$ cat src/rtl/kp_scan_pkg.sv
package kp_scan_pkg;
  localparam int KP_ROWS   = 16;
  localparam int KP_COLS   = 8;
  localparam int KP_RW     = $clog2(KP_ROWS);
  localparam int KP_CW     = $clog2(KP_COLS);
  localparam int KP_RFW    = KP_RW + 1;
  localparam int KP_CFW    = KP_CW + 1;
  localparam int KP_KEYS   = 8;
  localparam int KP_SETTLE = 16;
  localparam int KP_LEAD   = 5;
  localparam int KP_DB_MAX = 1023;
  localparam int KP_DB_W   = $clog2(KP_DB_MAX + 1);

  typedef enum logic [1:0] {
    ST_IDLE,
    ST_LEAD,
    ST_ROW,
    ST_GAP
  } scan_st_e;
endpackage

$ cat src/rtl/kp_sync.sv
module kp_sync #(
  parameter int W = 8
) (
  input  logic         clk,
  input  logic         rst,
  input  logic [W-1:0] d,
  output logic [W-1:0] q
);
  logic [W-1:0] meta_q;

  always_ff @(posedge clk) begin
    if (rst) begin
      meta_q <= '1;
      q      <= '1;
    end else begin
      meta_q <= d;
      q      <= meta_q;
    end
  end
endmodule

$ cat src/rtl/kp_pin_map.sv
module kp_pin_map
  import kp_scan_pkg::*;
#(
  parameter int NPIN = 24
) (
  input  logic [NPIN*KP_RFW-1:0] row_cfg,
  input  logic [NPIN*KP_CFW-1:0] col_cfg,
  input  logic [NPIN-1:0]        sense_s,
  input  logic                   drv_on,
  input  logic [KP_RW-1:0]       drv_row,
  output logic [KP_ROWS-1:0]     row_mask,
  output logic [KP_COLS-1:0]     col_hit,
  output logic [NPIN-1:0]        drive_n_d
);
  logic [NPIN-1:0] is_row;
  logic [NPIN-1:0] is_col;
  logic [KP_RW-1:0] rnum [NPIN];
  logic [KP_CW-1:0] cnum [NPIN];

  // per-pin field decode; a pin with both fields enabled acts as a row
  for (genvar p = 0; p < NPIN; p++) begin : g_pin
    assign is_row[p]    = row_cfg[p*KP_RFW];
    assign rnum[p]      = row_cfg[p*KP_RFW+1 +: KP_RW];
    assign is_col[p]    = col_cfg[p*KP_CFW] & ~is_row[p];
    assign cnum[p]      = col_cfg[p*KP_CFW+1 +: KP_CW];
    assign drive_n_d[p] = ~(drv_on & is_row[p] & (rnum[p] == drv_row));
  end

  always_comb begin
    row_mask = '0;
    col_hit  = '0;
    for (int p = 0; p < NPIN; p++) begin
      if (is_row[p]) row_mask[rnum[p]] = 1'b1;
      if (is_col[p] && !sense_s[p]) col_hit[cnum[p]] = 1'b1;
    end
  end
endmodule

$ cat src/rtl/kp_key_collect.sv
module kp_key_collect
  import kp_scan_pkg::*;
#(
  parameter int KEYS = KP_KEYS
) (
  input  logic                  clk,
  input  logic                  rst,
  input  logic                  clear,
  input  logic                  merge,
  input  logic [KP_RW-1:0]      row,
  input  logic [KP_COLS-1:0]    hits,
  output logic [KEYS-1:0]       ent_vld,
  output logic [KEYS*KP_RW-1:0] ent_row,
  output logic [KEYS*KP_CW-1:0] ent_col
);
  localparam int CNT_W = $clog2(KEYS + 1);

  logic [KP_RW-1:0] rows_q [KEYS];
  logic [KP_CW-1:0] cols_q [KEYS];
  logic [KP_RW-1:0] rows_d [KEYS];
  logic [KP_CW-1:0] cols_d [KEYS];
  logic [KEYS-1:0]  vld_q, vld_d;
  logic [CNT_W-1:0] cnt_q, cnt_d;

  // append pressed columns of this row, lowest column first, until full
  always_comb begin
    int n;
    rows_d = rows_q;
    cols_d = cols_q;
    vld_d  = vld_q;
    n      = int'(cnt_q);
    for (int c = 0; c < KP_COLS; c++) begin
      if (hits[c] && n < KEYS) begin
        rows_d[n] = row;
        cols_d[n] = KP_CW'(c);
        vld_d[n]  = 1'b1;
        n         = n + 1;
      end
    end
    cnt_d = CNT_W'(n);
  end

  always_ff @(posedge clk) begin
    if (rst || clear) begin
      cnt_q <= '0;
      vld_q <= '0;
      for (int i = 0; i < KEYS; i++) begin
        rows_q[i] <= '0;
        cols_q[i] <= '0;
      end
    end else if (merge) begin
      cnt_q  <= cnt_d;
      vld_q  <= vld_d;
      rows_q <= rows_d;
      cols_q <= cols_d;
    end
  end

  assign ent_vld = vld_q;
  for (genvar i = 0; i < KEYS; i++) begin : g_out
    assign ent_row[i*KP_RW +: KP_RW] = rows_q[i];
    assign ent_col[i*KP_CW +: KP_CW] = cols_q[i];
  end
endmodule

$ cat src/rtl/kp_scan_engine.sv
module kp_scan_engine
  import kp_scan_pkg::*;
#(
  parameter int NPIN    = 24,
  parameter int DB_IN_W = 12,
  parameter int RPT_W   = 16
) (
  input  logic                     clk,
  input  logic                     rst,
  input  logic                     en,
  input  logic [DB_IN_W-1:0]       db_cnt,
  input  logic [RPT_W-1:0]         rpt_cnt,
  input  logic [NPIN*KP_RFW-1:0]   row_cfg,
  input  logic [NPIN*KP_CFW-1:0]   col_cfg,
  input  logic [NPIN-1:0]          sense,
  output logic [NPIN-1:0]          drive_n,
  output logic                     snap_valid,
  output logic [KP_KEYS-1:0]       snap_key_vld,
  output logic [KP_KEYS*KP_RW-1:0] snap_row,
  output logic [KP_KEYS*KP_CW-1:0] snap_col
);
  localparam int DWELL_MAX = KP_SETTLE + KP_DB_MAX;
  localparam int CW_DWELL  = $clog2(DWELL_MAX + 1);
  localparam int CNT_W     = (RPT_W > CW_DWELL) ? RPT_W : CW_DWELL;

  scan_st_e          st_q, st_n;
  logic [CNT_W-1:0]  cnt_q, cnt_n;
  logic [KP_RW-1:0]  cur_q, cur_n;
  logic [KP_COLS-1:0] acc_q;
  logic              merge, clear, req, req_q;

  logic [NPIN-1:0]    sense_s;
  logic [KP_ROWS-1:0] row_mask;
  logic [KP_COLS-1:0] col_hit;
  logic [NPIN-1:0]    drive_n_d;
  logic [KP_KEYS-1:0]       ent_vld;
  logic [KP_KEYS*KP_RW-1:0] ent_row;
  logic [KP_KEYS*KP_CW-1:0] ent_col;

  logic [KP_DB_W-1:0] db_eff;
  logic [CNT_W-1:0]   dwell_last, gap_last;
  logic [KP_RW-1:0]   first_row, next_row;
  logic               any_row, has_next;

  kp_sync #(.W(NPIN)) u_sync (
    .clk (clk),
    .rst (rst),
    .d   (sense),
    .q   (sense_s)
  );

  kp_pin_map #(.NPIN(NPIN)) u_map (
    .row_cfg   (row_cfg),
    .col_cfg   (col_cfg),
    .sense_s   (sense_s),
    .drv_on    (st_n == ST_ROW),
    .drv_row   (cur_n),
    .row_mask  (row_mask),
    .col_hit   (col_hit),
    .drive_n_d (drive_n_d)
  );

  kp_key_collect #(.KEYS(KP_KEYS)) u_keys (
    .clk     (clk),
    .rst     (rst),
    .clear   (clear),
    .merge   (merge),
    .row     (cur_q),
    .hits    (acc_q & col_hit),
    .ent_vld (ent_vld),
    .ent_row (ent_row),
    .ent_col (ent_col)
  );

  // debounce clamp and window ends
  always_comb begin
    if (int'(db_cnt) > KP_DB_MAX) db_eff = KP_DB_W'(KP_DB_MAX);
    else                          db_eff = KP_DB_W'(db_cnt);
    dwell_last = CNT_W'(KP_SETTLE - 1) + CNT_W'(db_eff);
    gap_last   = CNT_W'(rpt_cnt) - CNT_W'(1);
  end

  // lowest enabled row, and lowest enabled row above the current one
  always_comb begin
    first_row = '0;
    next_row  = '0;
    has_next  = 1'b0;
    any_row   = |row_mask;
    for (int r = KP_ROWS - 1; r >= 0; r--) begin
      if (row_mask[r]) begin
        first_row = KP_RW'(r);
        if (r > int'(cur_q)) begin
          next_row = KP_RW'(r);
          has_next = 1'b1;
        end
      end
    end
  end

  always_comb begin
    st_n  = st_q;
    cnt_n = cnt_q;
    cur_n = cur_q;
    merge = 1'b0;
    clear = 1'b0;
    req   = 1'b0;
    if (!en) begin
      st_n  = ST_IDLE;
      cnt_n = '0;
    end else begin
      unique case (st_q)
        ST_IDLE: begin
          st_n  = ST_LEAD;
          cnt_n = '0;
        end
        ST_LEAD: begin
          if (cnt_q >= CNT_W'(KP_LEAD - 1)) begin
            clear = 1'b1;
            cnt_n = '0;
            if (any_row) begin
              st_n  = ST_ROW;
              cur_n = first_row;
            end else begin
              req  = 1'b1;
              st_n = (rpt_cnt == '0) ? ST_LEAD : ST_GAP;
            end
          end else begin
            cnt_n = cnt_q + 1'b1;
          end
        end
        ST_ROW: begin
          if (cnt_q >= dwell_last) begin
            merge = 1'b1;
            cnt_n = '0;
            if (has_next) begin
              cur_n = next_row;
            end else begin
              req  = 1'b1;
              st_n = (rpt_cnt == '0) ? ST_LEAD : ST_GAP;
            end
          end else begin
            cnt_n = cnt_q + 1'b1;
          end
        end
        ST_GAP: begin
          if (cnt_q >= gap_last) begin
            st_n  = ST_LEAD;
            cnt_n = '0;
          end else begin
            cnt_n = cnt_q + 1'b1;
          end
        end
        default: st_n = ST_IDLE;
      endcase
    end
  end

  always_ff @(posedge clk) begin
    if (rst) begin
      st_q    <= ST_IDLE;
      cnt_q   <= '0;
      cur_q   <= '0;
      acc_q   <= '1;
      req_q   <= 1'b0;
      drive_n <= '1;
    end else begin
      st_q    <= st_n;
      cnt_q   <= cnt_n;
      cur_q   <= cur_n;
      req_q   <= req;
      drive_n <= drive_n_d;
      // a column survives only if it reads pressed on every window sample
      if (st_q != ST_ROW || merge)
        acc_q <= '1;
      else if (cnt_q >= CNT_W'(KP_SETTLE - 1))
        acc_q <= acc_q & col_hit;
    end
  end

  always_ff @(posedge clk) begin
    if (rst) begin
      snap_valid   <= 1'b0;
      snap_key_vld <= '0;
      snap_row     <= '0;
      snap_col     <= '0;
    end else begin
      snap_valid <= req_q & en;
      if (req_q && en) begin
        snap_key_vld <= ent_vld;
        snap_row     <= ent_row;
        snap_col     <= ent_col;
      end
    end
  end
endmodule

$ cat config.mk
export PLATFORM = sky130hd
export DESIGN_NAME = kp_scan_engine
export DESIGN_NICKNAME = d
export VERILOG_FILES = /design/src/rtl/kp_scan_pkg.sv /design/src/rtl/kp_sync.sv /design/src/rtl/kp_pin_map.sv /design/src/rtl/kp_key_collect.sv /design/src/rtl/kp_scan_engine.sv
export SDC_FILE = /design/constraint.sdc
export NUM_CORES = 1
export LEC_CHECK = 0
export CAP_MARGIN = 10
export CORE_ASPECT_RATIO = 1.4
export CORE_MARGIN = 3
export CORE_UTILIZATION = 52
export CTS_CLUSTER_DIAMETER = 50
export DETAILED_ROUTE_END_ITERATION = 7
export DONT_BUFFER_PORTS = 1
export GPL_ROUTABILITY_DRIVEN = 1
export PLACE_DENSITY = 0.67
export SETUP_SLACK_MARGIN = 0.1
export SYNTH_ARGS = -nofsm -noshare
export SYNTH_HDL_FRONTEND = slang
export SYNTH_SLANG_ARGS = --single-unit
$ cat constraint.sdc
create_clock -name clk -period 10 [get_ports clk]
set_clock_uncertainty 0.1 [all_clocks]
set_input_delay 2 -clock clk [delete_from_list [all_inputs] [get_ports clk]]
set_output_delay 2 -clock clk [all_outputs]
set_load 0.02 [all_outputs]
# After elaboration in Yosys (flattened, before gate mapping)
# Index checks and enable logic that the tools add are counted.
# W data, S select, Z words.
[word_totals]
out_inout_bits = 89
regBits = 236
[op_classes]
bitwise = 206
n_mux = 338
eq_ne = 29
n_lt_le_gt_ge = 156
n_reduce_logical = 128
add_sub_neg = 11
[ops]
columns = ["op", "count"]
rows = [
  ["$mux W32", 15],
  ["$lt A32 B5 Y1 const B", 14],
  ["$mux W16", 27],
  ["$or A16 B16 Y16", 26],
  ["$or A8 B8 Y8", 34],
  ["$bwmux W32", 8],
  ["$ge A32 B4 Y1 const B", 8],
  ["$lt A32 B1 Y1 const B", 8],
  ["$mux W8", 32],
  ["$mux W4", 60],
  ["$ge A32 B1 Y1 const B", 7],
  ["$not A32 Y32", 7],
  ["$add A32 B2 Y32 const B", 6],
  ["$mux W24", 8],
  ["$lt A4 B5 Y1 const B", 24],
  ["$ge A4 B1 Y1 const B", 25],
  ["$logic_and A1 B1 Y1", 97],
  ["$demux W1 S3", 32],
  ["$demux W1 S4", 24],
  ["$demux W4 S3", 8],
  ["$eq A4 B4 Y1", 24],
  ["$lt A3 B4 Y1 const B", 24],
  ["$mux W1", 96],
  ["$and A1 B1 Y1", 73],
  ["42 further kinds", 181],
]

# Depth between registers and ports, before layout
[logic_depth]
ltp_word = 88
depth_mapped = 38
ltp_nobuf = 33

# Cells and area by module
# A second synthesis with hierarchy kept.
[hier_totals]
cells_unflattened = 2617
area_unflattened_um2 = 19367.3
[by_module_without_submodules]
columns = ["module", "n_inst", "area_per_inst_um2", "cells_per_inst", "seq_area_each_um2"]
rows = [
  ["kp_pin_map", 1, 7026.7, 1114, 0.0],
  ["kp_scan_engine", 1, 6085.8, 765, 2402.3],
  ["kp_key_collect", 1, 4952.2, 637, 1361.3],
  ["kp_sync", 1, 1302.5, 101, 960.9],
]

# Least setup slack after synthesis
# OpenSTA, ideal clock, no wires.
[synth_path]
path_kind = "input to register"
from = "input port col_cfg[29]"
to = "register u_keys.rows_q (netlist bit u_keys.ent_row[20])"
stages = 37
setup_slack_ps = 732
t_arrival_ps = 9033
path_cell_list = "clkbuf_1 nor3_1 a22oi_2 nand4_1 or2_1 o2111ai_1 nand2_1 ha_1 nor2_1 o21bai_1 inv_1 ha_1 nand2_1 o211ai_1 ha_1 mux2i_4 inv_2 ha_1 and3_1 buf_2 or2_1 buf_2 ha_1 nand4b_1 o31ai_4 inv_1 ha_1 nand3_1 nand2_1 a211oi_1 a311oi_2 and2_1 buf_4 o41ai_4 o41ai_4 nand3_1 o21ai_1"
[synth_via]
elab_chain_len = 66
[synth_rtl]
columns = ["item", "line", "source"]
rows = [
  ["start: declaration", "kp_scan_engine.sv:14", "input logic [NPIN*KP_CFW-1:0] col_cfg,"],
  ["$lt A3 B4 Y1 (not written as such) or $ge A3 B1 Y1 (tied branches)", "kp_pin_map.sv:34", "if (is_col[p] && !sense_s[p]) col_hit[cnum[p]] = 1'b1;"],
  ["$logic_and A1 B1 Y1 (not written as such)", "kp_pin_map.sv:34", ""],
  ["$mux W1 (not written as such)", "kp_pin_map.sv:34", ""],
  ["$demux W1 S3 (*)", "-", ""],
  ["$or A8 B8 Y8 (no line) (*)", "-", ""],
  ["$mux W8 (*)", "kp_pin_map.sv:34", ""],
  ["$or A8 B8 Y8 (no line)", "-", ""],
  ["$mux W8 (*)", "kp_pin_map.sv:34", ""],
  ["[50 not listed]", "-", ""],
  ["$mux W32", "kp_key_collect.sv:33", "if (hits[c] && n < KEYS) begin"],
  ["$not A32 Y32 (not written as such)", "kp_key_collect.sv:34", "rows_d[n] = row;"],
  ["$ge A32 B4 Y1 (not written as such) or $lt A32 B1 Y1 (tied branches)", "kp_key_collect.sv:34", ""],
  ["$logic_and A1 B1 Y1 (not written as such)", "kp_key_collect.sv:34", ""],
  ["$mux W4 (not written as such)", "kp_key_collect.sv:34", ""],
  ["$demux W4 S3", "kp_key_collect.sv:34", ""],
  ["$bwmux W32", "kp_key_collect.sv:34", ""],
  ["$mux W32 (*)", "kp_key_collect.sv:33", ""],
  ["end signal: assignment", "kp_key_collect.sv:54", "rows_q <= rows_d;"],
  ["end: declaration", "kp_key_collect.sv:18", "logic [KP_RW-1:0] rows_q [KEYS];"],
]
# Mark *: on every way between the ends. The rest lies on a longest branch, timed or not.
# A chain may end at the register's enable or synchronous reset.

# Final worst setup path
[layout_path]
from = "input port col_cfg[44]"
to = "register u_keys.rows_q (netlist bit u_keys.ent_row[23])"
[layout_via]
elab_chain_len = 55
[layout_rtl]
columns = ["item", "line", "source"]
rows = [
  ["$and A1 B1 Y1 (*)", "kp_pin_map.sv:24", "assign is_col[p] = col_cfg[p*KP_CFW] & ~is_row[p];"],
  ["$logic_and A1 B1 Y1 (*)", "kp_pin_map.sv:34", ""],
  ["$mux W8 (*)", "kp_pin_map.sv:34", ""],
  ["$or A8 B8 Y8 (no line)", "-", ""],
  ["$mux W8 (*)", "kp_pin_map.sv:34", ""],
  ["$or A8 B8 Y8 (no line)", "-", ""],
  ["$mux W8 (*)", "kp_pin_map.sv:34", ""],
  ["$or A8 B8 Y8 (no line)", "-", ""],
  ["[39 not listed]", "-", ""],
  ["$mux W32", "kp_key_collect.sv:33", ""],
  ["$not A32 Y32 (not written as such)", "kp_key_collect.sv:34", ""],
  ["$ge A32 B4 Y1 (not written as such) or $lt A32 B1 Y1 (tied branches)", "kp_key_collect.sv:34", ""],
  ["$logic_and A1 B1 Y1 (not written as such)", "kp_key_collect.sv:34", ""],
  ["$mux W4 (not written as such)", "kp_key_collect.sv:34", ""],
  ["$demux W4 S3", "kp_key_collect.sv:34", ""],
  ["$bwmux W32", "kp_key_collect.sv:34", ""],
  ["$mux W32 (*)", "kp_key_collect.sv:33", ""],
]
# Marked as above.

==> impl_metrics.json <==
{
  "outcome": "complete, no violations",
  "final_cells": 2999,
  "gp_congestion": 1.14,
  "maxCapViolations": 0,
  "start_kind": "input port",
  "syn_area_sq_um": 19100,
  "fin_util_pct": 56.4,
  "worstPathMaxFanout": 9,
  "synth_ff_type": "dfxtp_1",
  "vias": 21800,
  "clock_path_buffers": 3,
  "holdBufCountCts": 0,
  "max_slew_margin_pct": 11.6,
  "tightestPinTransition_ns": 1.31,
  "synth_common_cells": "nand2_1, dfxtp_1, nand3_1, nor2_1, a21oi_1",
  "critPathKind": "input port to flop",
  "ys_types": 114,
  "syn-num-nets": 2904,
  "fin_ws_ns": 0.823,
  "drive_above_1_share_pct": 9.28,
  "arrival_ns": 9.60,
  "tritoncts": "done",
  "postSynthCellCount": 2588,
  "cp-end-kind": "flop",
  "postRouteAntennaNets": 0,
  "grt_max_degree": 123,
  "synth.area.top_cells": "dfxtp_1, nand2_1, nand3_1, xor2_1, nor2_1",
  "wl_per_cell_microns": 30.6,
  "finalPower_mw": 2.36,
  "postCtsSetupRepairBufs": 0,
  "cpMostUsedCell": "ha_1",
  "postSynth.asyncResetShare_pct": 0,
  "grt_use_total_pct": 44.4,
  "num_io_pins": 360,
  "drv_slew": 0,
  "rows": 82,
  "clk_pin_slew_ns": 0.07,
  "clock.fmax_ghz": 0.109,
  "post_drt_via_cell_ratio": 7.26,
  "synth_edf_count": 0,
  "finalSetupTns_ns": 0,
  "clk_latency_ns": 0.59,
  "fin_nets": 2829,
  "drtIter0Drc": 3040,
  "htreeDepth": 1,
  "remaining_drc_errors": 0,
  "grt_pass1_wl_microns": 133000,
  "io_buffers": 0,
  "pwr_density_cell_nw_per_um2": 116,
  "slowest_delay_ns": 0.59,
  "ys_seq_area_share_pct": 24.7,
  "dp_cells": 2943,
  "area_delta_synth_final_pct": 6.40,
  "hold_class": "flop to flop",
  "grt_pass1_vias": 21000,
  "setup_viol": 0,
  "fin_crit_ns": 9.18,
  "dp_slack_ns": 0.205,
  "leakage_nw": 7.24,
  "synth_top_area_cell": "dfxtp_1",
  "numCtsBuffers": 27,
  "avgSynthCellArea_sq_um": 7.40,
  "grt.overflow.total": 0,
  "dp_hpwl_microns": 71900,
  "synth.top_cell.area_share_pct": 24.7,
  "timing.hold.ws_ns": 0.307,
  "finalHoldViolCount": 0,
  "dieWidth_microns": 168,
  "yosysWarnings": 0,
  "start_util_pct": 53.0,
  "ys_ff_latch": 236,
  "rsz0062_at_grt": "no",
  "cts_root_buffer": "clkbuf_16",
  "routed_wl_microns": 91800,
  "min_period_over_period_pct": 91.8,
  "first_pass_iters": 8,
  "core_area_sq_um": 36100,
  "dieArea_sq_um": 39200,
  "die_height_microns": 233,
  "place_area_sq_um": 19400,
  "cp_data_required_time_ns": 10.42,
  "yosysMostFrequentCell": "nand2_1",
  "antenna_found_initial": 5,
  "cpMaxStageDelayCell": "o41ai_4",
  "stdcell_area_sq_um": 20400,
  "clock-sinks": 236,
  "cts_resized": 0,
  "vdd_drop_max_mv": 0.203
}
[cell usage in the layout (no fill, tap or decap), types with 13 or more instances in the layout]
cell type and n:
a31oi_1 17, o32ai_1 17, clkbuf_16 27, nor3_1 96
nand2_1 344, nor4bb_1 21, xnor2_1 54, xor2_1 82
o22ai_1 79, o21ai_0 118, a21o_1 23, dfxtp_1 236
nor3b_1 37, or2_2 57, o21ai_1 20, or4_1 14
or3_1 18, nand3_1 193, a32oi_1 20, a2111oi_0 13
a21oi_1 124, and3_1 31, buf_4 34, nor4b_1 14
nor2b_1 46, nand2b_1 61, nor4_1 51, inv_1 59
ha_1 45, nand4_1 34, nor2_1 171, nand3b_1 65
a22oi_1 30
[metal layers]
metal | vias to the layer above | wire length (microns) | track usage [%] | share of wire, %
li1 | 9420 | - | - | -
met1 | 10100 | 31000 | 48.5 | 34
met2 | 1744 | 40600 | 71.7 | 44
met3 | 511 | 10800 | 13.6 | 12
met4 | 4 | 9320 | 34.3 | 10
met5 | - | 35 | 0 | 0.038
[path summary, 6_finish.rpt]
| check | cells after the start | to | slack (ns) | from |
|---|---|---|---|---|
| worst max-delay path | 34 | u_keys.ent_row[23]$_SDFFE_PP0P_ | 0.82 | col_cfg[44] |
| worst min-delay path | 1 | u_sync.q[16]$_SDFF_PP1_ | 0.31 | u_sync.meta_q[16]$_SDFF_PP1_ |
| worst max register to register | 34 | u_keys.ent_row[23]$_SDFFE_PP0P_ | 1.99 | u_sync.q[11]$_SDFF_PP1_ |
| worst min register to register | 1 | u_sync.q[16]$_SDFF_PP1_ | 0.31 | u_sync.meta_q[16]$_SDFF_PP1_ |
[kinds of logic (layout without fill, tap and decap cells)]
logic type / count (synthesis) / in the layout / synth area share (%)
AND/OR/NAND/NOR: 1331 / 1331 / 37.6
AO/OA/AOI/OAI: 624 / 624 / 23.3
flip-flops: 236 / 236 / 24.7
buffers and inverters: 203 / 148 / 4.40
XOR/XNOR: 139 / 139 / 6.54
adder cells (fa/ha/maj): 45 / 45 / 2.94
multiplexers: 10 / 10 / 0.595
other: 0 / 4 / 0
[cell type report]
class,instances,area [sq um]
diodes,4,10.0
clock buffers,33,718
clock inverters,16,186
fillers,3221,15700
inverters,63,240
multi-input cells,2149,13600
flip-flops and latches,236,4720
well taps,462,578
repair buffers,36,280
[state kept, by name (all words and copies together), names as in the netlist, 16 cells and up]
signal and flops:
cnt_q 16, u_sync.meta_q 24, u_sync.q 24, snap_row 32, u_keys.ent_row 32, snap_col 24, drive_n 24, u_keys.ent_col 24
[power breakdown]
group | switching [mW] | internal (mW) | total [mW]
sequential | 0.00453 | 0.949 | 0.954
clock | 0.449 | 0.555 | 1.00
combinational | 0.265 | 0.140 | 0.405
[critical path, delay by kind of cell]
| kind | cells | cell delay, ns |
|---|---|---|
| adders and majority gates | 6 | 1.86 |
| and+or+nand+nor | 13 | 2.55 |
| buffers and inverters | 4 | 0.49 |
| muxes | 1 | 0.22 |
| AOI/OAI and AO/OA | 10 | 2.48 |
Note: power is estimated with default switching activity, not from simulation.
